==> src/rtl/tdm_slot_tx_pkg.sv <==
package tdm_slot_tx_pkg;
  localparam int unsigned BUS_W  = 24;
  localparam int unsigned SLOT_W = 5;
  localparam int unsigned HALF_W = 16;

  typedef enum logic [2:0] {
    A_TX0 = 3'd0, A_TX1 = 3'd1, A_TX2 = 3'd2, A_NULL = 3'd3,
    A_MASK_LO = 3'd4, A_MASK_HI = 3'd5, A_CTRL = 3'd6, A_STAT = 3'd7
  } addr_e;

  typedef struct packed {
    logic [SLOT_W-1:0] last_slot;
    logic              irq_en;
    logic [2:0]        ch_en;
    logic              align_lo;
    logic [1:0]        wl_sel;
  } ctrl_t;

  function automatic logic [4:0] wl_bits(input logic [1:0] sel);
    case (sel)
      2'd0:    return 5'd8;
      2'd1:    return 5'd12;
      2'd2:    return 5'd16;
      default: return 5'd24;
    endcase
  endfunction
endpackage

==> src/rtl/tdm_slot_cnt.sv <==
module tdm_slot_cnt #(
  parameter int unsigned SLOT_W = 5
) (
  input  logic              clk_i,
  input  logic              rst_ni,
  input  logic              tick_i,
  input  logic              fs_i,
  input  logic [4:0]        wl_i,
  input  logic [SLOT_W-1:0] last_i,
  output logic              boundary_o,
  output logic [SLOT_W-1:0] next_slot_o
);
  logic [4:0]        bit_q;
  logic [SLOT_W-1:0] slot_q;
  logic              run_q;
  logic              last_bit;

  assign last_bit    = run_q && (bit_q == wl_i - 5'd1);
  assign boundary_o  = tick_i && (fs_i || last_bit);
  assign next_slot_o = fs_i ? '0 : ((slot_q == last_i) ? '0 : slot_q + 1'b1);

  always_ff @(posedge clk_i or negedge rst_ni) begin
    if (!rst_ni) begin
      bit_q  <= '0;
      slot_q <= '0;
      run_q  <= 1'b0;
    end else if (tick_i) begin
      if (boundary_o) begin
        bit_q  <= '0;
        slot_q <= next_slot_o;
        run_q  <= 1'b1;
      end else if (run_q) begin
        bit_q <= bit_q + 5'd1;
      end
    end
  end
endmodule

==> src/rtl/tdm_tx_lane.sv <==
module tdm_tx_lane #(
  parameter int unsigned W = 24
) (
  input  logic         clk_i,
  input  logic         rst_ni,
  input  logic         load_i,
  input  logic         shift_i,
  input  logic         send_i,
  input  logic         align_i,
  input  logic [W-1:0] word_i,
  output logic         sd_o,
  output logic         oe_o
);
  localparam int unsigned ALIGN_SH = W - 16;

  logic [W-1:0] sh_q;
  logic [W-1:0] aligned;

  // low alignment moves bit 15 to the top, zero-fill below
  assign aligned = align_i ? {word_i[W-ALIGN_SH-1:0], {ALIGN_SH{1'b0}}} : word_i;

  always_ff @(posedge clk_i or negedge rst_ni) begin
    if (!rst_ni) begin
      sh_q <= '0;
      oe_o <= 1'b0;
    end else if (load_i) begin
      oe_o <= send_i;
      if (send_i) sh_q <= aligned;
    end else if (shift_i) begin
      sh_q <= {sh_q[W-2:0], 1'b0};
    end
  end

  assign sd_o = sh_q[W-1];
endmodule

==> src/rtl/tdm_slot_tx.sv <==
module tdm_slot_tx
  import tdm_slot_tx_pkg::*;
#(
  parameter int unsigned NUM_CH = 3
) (
  input  logic              clk_i,
  input  logic              rst_ni,
  input  logic              bus_wr_i,
  input  logic              bus_rd_i,
  input  logic [2:0]        bus_addr_i,
  input  logic [BUS_W-1:0]  bus_wdata_i,
  output logic [BUS_W-1:0]  bus_rdata_o,
  input  logic              bclk_en_i,
  input  logic              fs_i,
  output logic [NUM_CH-1:0] sd_o,
  output logic [NUM_CH-1:0] sd_oe_o,
  output logic              irq_o
);
  localparam int unsigned MASK_W = 2 * HALF_W;
  localparam int unsigned STAT_W = 5;

  ctrl_t              ctrl_q;
  logic [MASK_W-1:0]  mask_q;
  logic [BUS_W-1:0]   hold_q [NUM_CH];
  logic [NUM_CH-1:0]  empty_q;
  logic [NUM_CH-1:0]  en_vec;
  logic [NUM_CH-1:0]  wr_tx;
  logic [NUM_CH-1:0]  send;
  logic               null_q, urun_q, arm_q;
  logic               wr_null, rd_stat, boundary, cur_mask_bit, comb_empty;
  logic [SLOT_W-1:0]  next_slot;
  logic [2:0]         empty3;
  logic [STAT_W-1:0]  stat_now, stat_d1, stat_d2;
  logic [BUS_W-1:0]   rd_mux;

  assign en_vec       = ctrl_q.ch_en[NUM_CH-1:0];
  assign wr_null      = bus_wr_i && (bus_addr_i == A_NULL);
  assign rd_stat      = bus_rd_i && (bus_addr_i == A_STAT);
  assign cur_mask_bit = mask_q[next_slot];

  tdm_slot_cnt #(.SLOT_W(SLOT_W)) i_cnt (
    .clk_i       (clk_i),
    .rst_ni      (rst_ni),
    .tick_i      (bclk_en_i),
    .fs_i        (fs_i),
    .wl_i        (wl_bits(ctrl_q.wl_sel)),
    .last_i      (ctrl_q.last_slot),
    .boundary_o  (boundary),
    .next_slot_o (next_slot)
  );

  for (genvar ch = 0; ch < NUM_CH; ch++) begin : g_ch
    assign wr_tx[ch] = bus_wr_i && (bus_addr_i == 3'(ch));
    assign send[ch]  = en_vec[ch] & cur_mask_bit & ~null_q;

    always_ff @(posedge clk_i or negedge rst_ni) begin
      if (!rst_ni) begin
        hold_q[ch]  <= '0;
        empty_q[ch] <= 1'b1;
      end else begin
        if (boundary && en_vec[ch] && (null_q || send[ch])) empty_q[ch] <= 1'b1;
        if (wr_tx[ch]) begin
          hold_q[ch]  <= bus_wdata_i;
          empty_q[ch] <= 1'b0;
        end else if (wr_null && en_vec[ch]) begin
          empty_q[ch] <= 1'b0;
        end
      end
    end

    tdm_tx_lane #(.W(BUS_W)) i_lane (
      .clk_i   (clk_i),
      .rst_ni  (rst_ni),
      .load_i  (boundary),
      .shift_i (bclk_en_i & ~boundary),
      .send_i  (send[ch]),
      .align_i (ctrl_q.align_lo),
      .word_i  (hold_q[ch]),
      .sd_o    (sd_o[ch]),
      .oe_o    (sd_oe_o[ch])
    );
  end

  always_ff @(posedge clk_i or negedge rst_ni) begin
    if (!rst_ni) begin
      ctrl_q <= '0;
      mask_q <= '0;
      null_q <= 1'b0;
      urun_q <= 1'b0;
      arm_q  <= 1'b0;
    end else begin
      if (bus_wr_i && bus_addr_i == A_CTRL)    ctrl_q <= ctrl_t'(bus_wdata_i[$bits(ctrl_t)-1:0]);
      if (bus_wr_i && bus_addr_i == A_MASK_LO) mask_q[HALF_W-1:0] <= bus_wdata_i[HALF_W-1:0];
      if (bus_wr_i && bus_addr_i == A_MASK_HI) mask_q[MASK_W-1:HALF_W] <= bus_wdata_i[HALF_W-1:0];
      if (wr_null)       null_q <= 1'b1;
      else if (boundary) null_q <= 1'b0;
      if (rd_stat) arm_q <= 1'b1;
      if (|wr_tx && arm_q) begin
        urun_q <= 1'b0;
        arm_q  <= 1'b0;
      end
      if (boundary && |(send & empty_q)) urun_q <= 1'b1;
    end
  end

  always_comb begin
    empty3 = '1;
    for (int i = 0; i < NUM_CH; i++) empty3[i] = empty_q[i];
  end

  assign comb_empty = &(empty_q | ~en_vec);
  assign stat_now   = {empty3, urun_q, comb_empty};

  // status view lags internal state by two cycles
  always_ff @(posedge clk_i or negedge rst_ni) begin
    if (!rst_ni) begin
      stat_d1 <= 5'b11101;
      stat_d2 <= 5'b11101;
    end else begin
      stat_d1 <= stat_now;
      stat_d2 <= stat_d1;
    end
  end

  always_comb begin
    case (bus_addr_i)
      A_MASK_LO: rd_mux = {8'h00, mask_q[HALF_W-1:0]};
      A_MASK_HI: rd_mux = {8'h00, mask_q[MASK_W-1:HALF_W]};
      A_CTRL:    rd_mux = BUS_W'(ctrl_q);
      A_STAT:    rd_mux = BUS_W'(stat_d2);
      default:   rd_mux = '0;
    endcase
  end

  assign bus_rdata_o = bus_rd_i ? rd_mux : '0;
  assign irq_o       = ctrl_q.irq_en & stat_d2[0];
endmodule

==> config.mk <==
export PLATFORM = sky130hd
export DESIGN_NAME = tdm_slot_tx
export DESIGN_NICKNAME = d
export VERILOG_FILES = /design/src/rtl/tdm_slot_tx_pkg.sv /design/src/rtl/tdm_slot_cnt.sv /design/src/rtl/tdm_tx_lane.sv /design/src/rtl/tdm_slot_tx.sv
export SDC_FILE = /design/constraint.sdc
export NUM_CORES = 1
export LEC_CHECK = 0
export CAP_MARGIN = 20
export CORE_UTILIZATION = 40
export DETAILED_ROUTE_END_ITERATION = 8
export DONT_BUFFER_PORTS = 1
export PLACE_DENSITY_LB_ADDON = 0.08
export SLEW_MARGIN = 20
export SYNTH_ARGS = -nofsm -noshare
export SYNTH_HDL_FRONTEND = slang
export SYNTH_SLANG_ARGS = --single-unit
==> constraint.sdc <==
create_clock -name clk_i -period 3.71 [get_ports clk_i]
set_input_delay 1.113 -clock clk_i [delete_from_list [all_inputs] [get_ports clk_i]]
set_output_delay 1.113 -clock clk_i [all_outputs]
set_load 0.005 [all_outputs]
# Word level (Yosys, flattened, before mapping)
# Index checks and enable logic that the tools add are counted.
# classes
muxes	36
n_bitwise	13
eq_ne	14
add_sub_neg	3
n_reduce_logical	43
order_cmp	1
# ops
op	n
2-to-1 mux 24 bit	13
one-hot mux 16 bit (4 select lines)	1
logical AND 1 bit	21
2-to-1 mux 5 bit	4
2-to-1 mux 1 bit	16
one-hot mux 5 bit (3 select lines)	1
== test 3 bit (second input constant)	4
adder 5 x 1 -> 5 bit (second input constant)	2
== test 5 bit	2
AND reduction 2 bit	5
nonzero test 2 bit	5
nonzero test 3 bit	3
AND 1 bit	8
== test 3 x 2 -> 1 bit (second input constant)	2
less-than comparator 5 x 6 -> 1 bit (second input constant)	1
inequality test 2 x 1 -> 1 bit (second input constant)	3
OR reduction 3 bit	2
binary-select mux 1 bit (select 5 bit)	1
subtractor 5 x 1 -> 5 bit (second input constant)	1
logical OR 1 bit	4
AND 3 bit	1
== test 3 x 1 -> 1 bit (second input constant)	1
zero test 3 bit	1
inverter 3 bit	1
6 further kinds	7
# totals
wordCells	137
inputBits	33
register_bits	218
out_inout_bits	31

# Depth between registers and ports, before layout
# depth
word_depth	12
ltp_mapped	11
depth_no_buf	9

# Cells and area by module
# A second synthesis with hierarchy kept.
# hier_totals
hier_cells	966
area_unflattened_um2	11155.7
# by_module_without_submodules
module	n_inst	cells_each	area_each_um2	seq_area_each_um2
tdm_slot_tx	1	423	5820.6	3316.9
tdm_tx_lane	3	148	1492.7	625.6
tdm_slot_cnt	1	99	857.1	275.3

# Least setup slack after synthesis
# Ideal clock, no wire load.
# synth_timing
kind	input port to output port
from	input bus_addr_i[0]
to	output bus_rdata_o[5]
t_required_ns	2.597
path_buffers	2
stages	6
arrival_ns	2.388
slack_ns	0.209
path_cell_list	clkbuf_1 > buf_1 > mux2i_1 > nor2_1 > a21oi_1 > nor2_1
# synth_via
elab_chain_cells	3
elab_cells_between_ends	6
classes_between	4 x eq/ne; 2 x mux
# synth_rtl
item	line_no	rtl
from (decl)	tdm_slot_tx.sv:10	input logic [2:0] bus_addr_i,
== test 3 bit	tdm_slot_tx.sv:126	case (bus_addr_i)
one-hot mux 16 bit (4 select lines) *	tdm_slot_tx.sv:126	
2-to-1 mux 24 bit *	tdm_slot_tx.sv:135	assign bus_rdata_o = bus_rd_i ? rd_mux : '0;
to (decl)	tdm_slot_tx.sv:12	output logic [BUS_W-1:0] bus_rdata_o,
# Every way passes the cells marked *; elsewhere a longest branch is shown, timed or not.

# Worst setup path in the final report
# layout_timing
from	register i_cnt.slot_q[0]
to	register g_ch[1].i_lane.sh_q[23]
# layout_via
elab_chain_cells	9
elab_cells_between_ends	10
classes_between	1 x add/sub; 2 x eq/ne; 4 x mux; 2 x bitwise; 1 x reduce/logical
# layout_rtl
item	line_no	rtl
from (decl)	tdm_slot_cnt.sv:14	logic [SLOT_W-1:0] slot_q;
from (signal assigned)	tdm_slot_cnt.sv:30	slot_q <= next_slot_o;
adder 5 x 1 -> 5 bit or == test 5 bit (tied branches)	tdm_slot_cnt.sv:20	assign next_slot_o = fs_i ? '0 : ((slot_q == last_i) ? '0 : slot_q + 1'b1);
2-to-1 mux 5 bit * (2 in a row)	tdm_slot_cnt.sv:20	
binary-select mux 1 bit (select 5 bit) *	tdm_slot_tx.sv:39	assign cur_mask_bit = mask_q[next_slot];
2-to-1 mux 1 bit (not written as such) *	tdm_slot_tx.sv:39	
AND 1 bit * (2 in a row)	tdm_slot_tx.sv:54	assign send[ch] = en_vec[ch] & cur_mask_bit & ~null_q;
inequality test 2 x 1 -> 1 bit (no source line) *	n/a	
AND reduction 2 bit (no source line) *	n/a	
to (signal assigned)	tdm_tx_lane.sv:28	if (send_i) sh_q <= aligned;
to (signal assigned)	tdm_tx_lane.sv:30	sh_q <= {sh_q[W-2:0], 1'b0};
to (decl)	tdm_tx_lane.sv:16	logic [W-1:0] sh_q;
# Every way passes the cells marked *; elsewhere a longest branch is shown, timed or not. The select of a mux whose other input is x is not followed.
# A chain may end at the register's enable or synchronous reset.

==> flow_summary.ini <==
[worst_setup_path]
regToRegStartpoint = i_cnt.slot_q[0]
critical-path-slowest-cell = a211oi_1
worstSetupEndpointType = flop
crit_required_ns = 4.12
critPathMaxFanout = 23
rr_endpoint = g_ch[1].i_lane.sh_q[23]
r2r_slack_ns = 0.51
worstSetupStartpoint = i_cnt.slot_q[0]
start_kind = flop
max_stage_delay_ns = 0.58
crit_type = reg -> reg
arrival_ns = 3.62
ff2ff_path_depth = 9
crit_path_cell_trace = buf_4 > xnor2_1 > nand4_1 > o21ai_1 > o311ai_2 > a211oi_1 > nor3_4 > buf_12 > mux2_1
worstSetupEndpoint = g_ch[1].i_lane.sh_q[23]

[yosys]
netlist.top_cell.by_area = dfrtp_1
synth_commonest_cells = dfrtp_1 (207), mux2_2 (117), mux2i_1 (99)
yosys_warnings = 0
async_reset_ff_frac = 1.000
netlist_instances = 929
synth_edf_count = 0
yosysMostFrequentCell = dfrtp_1
seq_area_frac_synth = 0.5024
synth_area_leaders = dfrtp_1 (48%), mux2_2 (12%), mux2i_1 (9.1%), a21oi_1 (3.7%), mux2_4 (3.6%)
yosysUniqueCellTypes = 57
synth_area_um2 = 10890
synth-seq-cells = 218
yosysTopAreaCellShare = 0.4758
synthFlopType = dfrtp_1
synth.avg_cell_area_um2 = 11.72

[clocking]
htreeDepth = 1
cts_setup_buffers = 0
root_buffer = clkbuf_16
cts_hold_buffers = 0
cts_sinks = 218
cts_resized = 0
clk_latency_ns = 0.53
tritoncts = done
clk_pin_slew_ns = 0.06
cts.path.max_buffers = 3
cts_buffers = 26

[sta]
finalHoldViolCount = 0
whs_ns = 0.2952
skew_ns = 0.01864
drv_slew = 0
fin_tns_setup_ns = 0
fmax_ghz = 0.3122
slew_headroom = 0.3255
post-route-period-util = 0.8633
tightest_slew_ns = 1.009
fin_crit_ns = 3.203
final-setup-viol-count = 0
rsz0062_at_grt = no

[floorplanning]
dieArea_um2 = 27880
initial_core_util = 0.4062
die_y_um = 167.0
rows = 60
dieWidth_um = 167.0
core_um2 = 26800
io_pins = 64

[power]
internal-power_mw = 5.839
p_comb_frac = 0.218
p_sw_frac = 0.2866
seq_power_share = 0.452
power_mw = 8.185
p_per_area_nw_per_um2 = 677.5
switchingPower_mw = 2.345
p_leak_nw = 5.280
power_frac_clock = 0.330
vdd_drop_max_mv = 0.3221

[cells_and_area]
postLayoutCellArea_um2 = 12080
ff_latch_area_um2 = 5473
multiInputGateArea_um2 = 5012
area_growth_pct = 10.96
drive_gt1_frac = 0.2505
antenna_cells = 0
nets = 951
fillers = 2454

[global_routing]
antenna_found_initial = 3
grt_pass1_vias = 7218
grt_max_degree = 219
overflow = 0
grt_pass1_wl_um = 43750
grt_usage = 0.2049

[route]
drc = 0
avgViaCountPerCell = 5.447
drt_iter0_markers = 352
vias = 6945
ant_nets = 0
first_pass_iters = 4
wl_per_cell_um = 21.87
routed_wl_um = 27880

[placement]
numPortBuffers = 0
postPlaceCellArea_um2 = 11160
gp_congestion = 0.8599
dpl.hpwl_um = 18340

[outcome]
status = completed

[min_path]
hp-class = in -> async

[job]
drv_cap = 0
## stage by stage
step / setup WS [ns] / std cells / util
floorplan: 0.2092 / 936 / -
global placement: 0.5436 / 1227 / 0.4165
detailed placement: 0.5041 / 1227 / 0.4165
CTS: 0.4872 / 1275 / 0.4507
global route: 0.1635 / 1275 / 0.4507
finish: 0.5071 / 1275 / 0.4507
## sequential cells by signal, summed over array words and instances (netlist names), 5 cells and up
register / count
g_ch.i_lane.sh_q: 72
hold_q: 72
mask_q: 32
ctrl_q: 9
i_cnt.bit_q: 5
i_cnt.slot_q: 5
stat_d1: 5
stat_d2: 5
## critical path, delay by kind of cell (launching register included)
kind / cells / cell delay, ns
buffers and inverters: 2 / 0.41
XOR/XNOR: 1 / 0.23
multiplexers: 1 / 0.32
flip-flops: 1 / 0.39
AND/OR/NAND/NOR: 2 / 0.53
AO/OA/AOI/OAI: 3 / 1.20
## placed cells by master (no fill, tap or decap), drive strengths merged, types with 13 or more instances in the layout
cell type,count
mux2,167
dfrtp,207
a21oi,80
clkbuf,35
o21ai,27
buf,16
nand3,13
nand2,38
mux2i,99
nor2,86
nor3b,22
inv,29
## cell families (layout without fill, tap and decap cells)
logic type | Yosys count | after routing | synth area share
multiplexers | 266 | 266 | 0.2727
AND/OR/NAND/NOR | 187 | 187 | 0.08333
buffers and inverters | 94 | 92 | 0.04172
other | 1 | 8 | 0.0003445
adder cells (fa/ha/maj) | 4 | 4 | 0.004597
AO/OA/AOI/OAI | 146 | 146 | 0.08378
flip-flops | 218 | 218 | 0.5024
XOR/XNOR | 13 | 13 | 0.01115
## how the worst min path moves through the flow
stage               start    endpoint  slack [ns]  cells after the start
2_1_floorplan  stat_d1[1]  stat_d2[1]        0.33                      0
3_3_place_gp   stat_d1[1]  stat_d2[1]        0.33                      0
3_5_place_dp   stat_d1[1]  stat_d2[1]        0.34                      0
4_1_cts            rst_ni   en_vec[2]        0.26                      0
5_1_grt            rst_ni   mask_q[9]        0.26                      0
6_report           rst_ni       arm_q        0.30                      0
## metal layers
layer / vias up / routed length (um) / global-route usage / part of all wire
met3: 33 / 1374 / 0.03874 / 0.049
met4: 2 / 527 / 0.04911 / 0.019
met5: - / 13 / 0 / 0.00047
met1: 3539 / 13250 / 0.2907 / 0.48
li1: 3235 / - / - / -
met2: 136 / 12720 / 0.3225 / 0.46
## power groups by stage
stage | clock network, mW | registers [mW] | logic [mW]
finish | 2.70 | 3.70 | 1.78
global route | 2.90 | 3.80 | 1.99
CTS | 2.78 | 3.70 | 1.81
detailed placement | 0 | 3.74 | 1.79
global placement | 0 | 3.72 | 1.74
floorplan | 0 | 3.50 | 1.60
## layout make-up
type / instances / area share
timing repair buffer: 16 / 0.01201
multi-input combinational: 624 / 0.4149
clock buffer: 35 / 0.06090
sequential: 218 / 0.4530
tap: 341 / 0.03532
inverter: 28 / 0.008700
clock inverter: 13 / 0.01512
(Power assumes the default switching activity.)
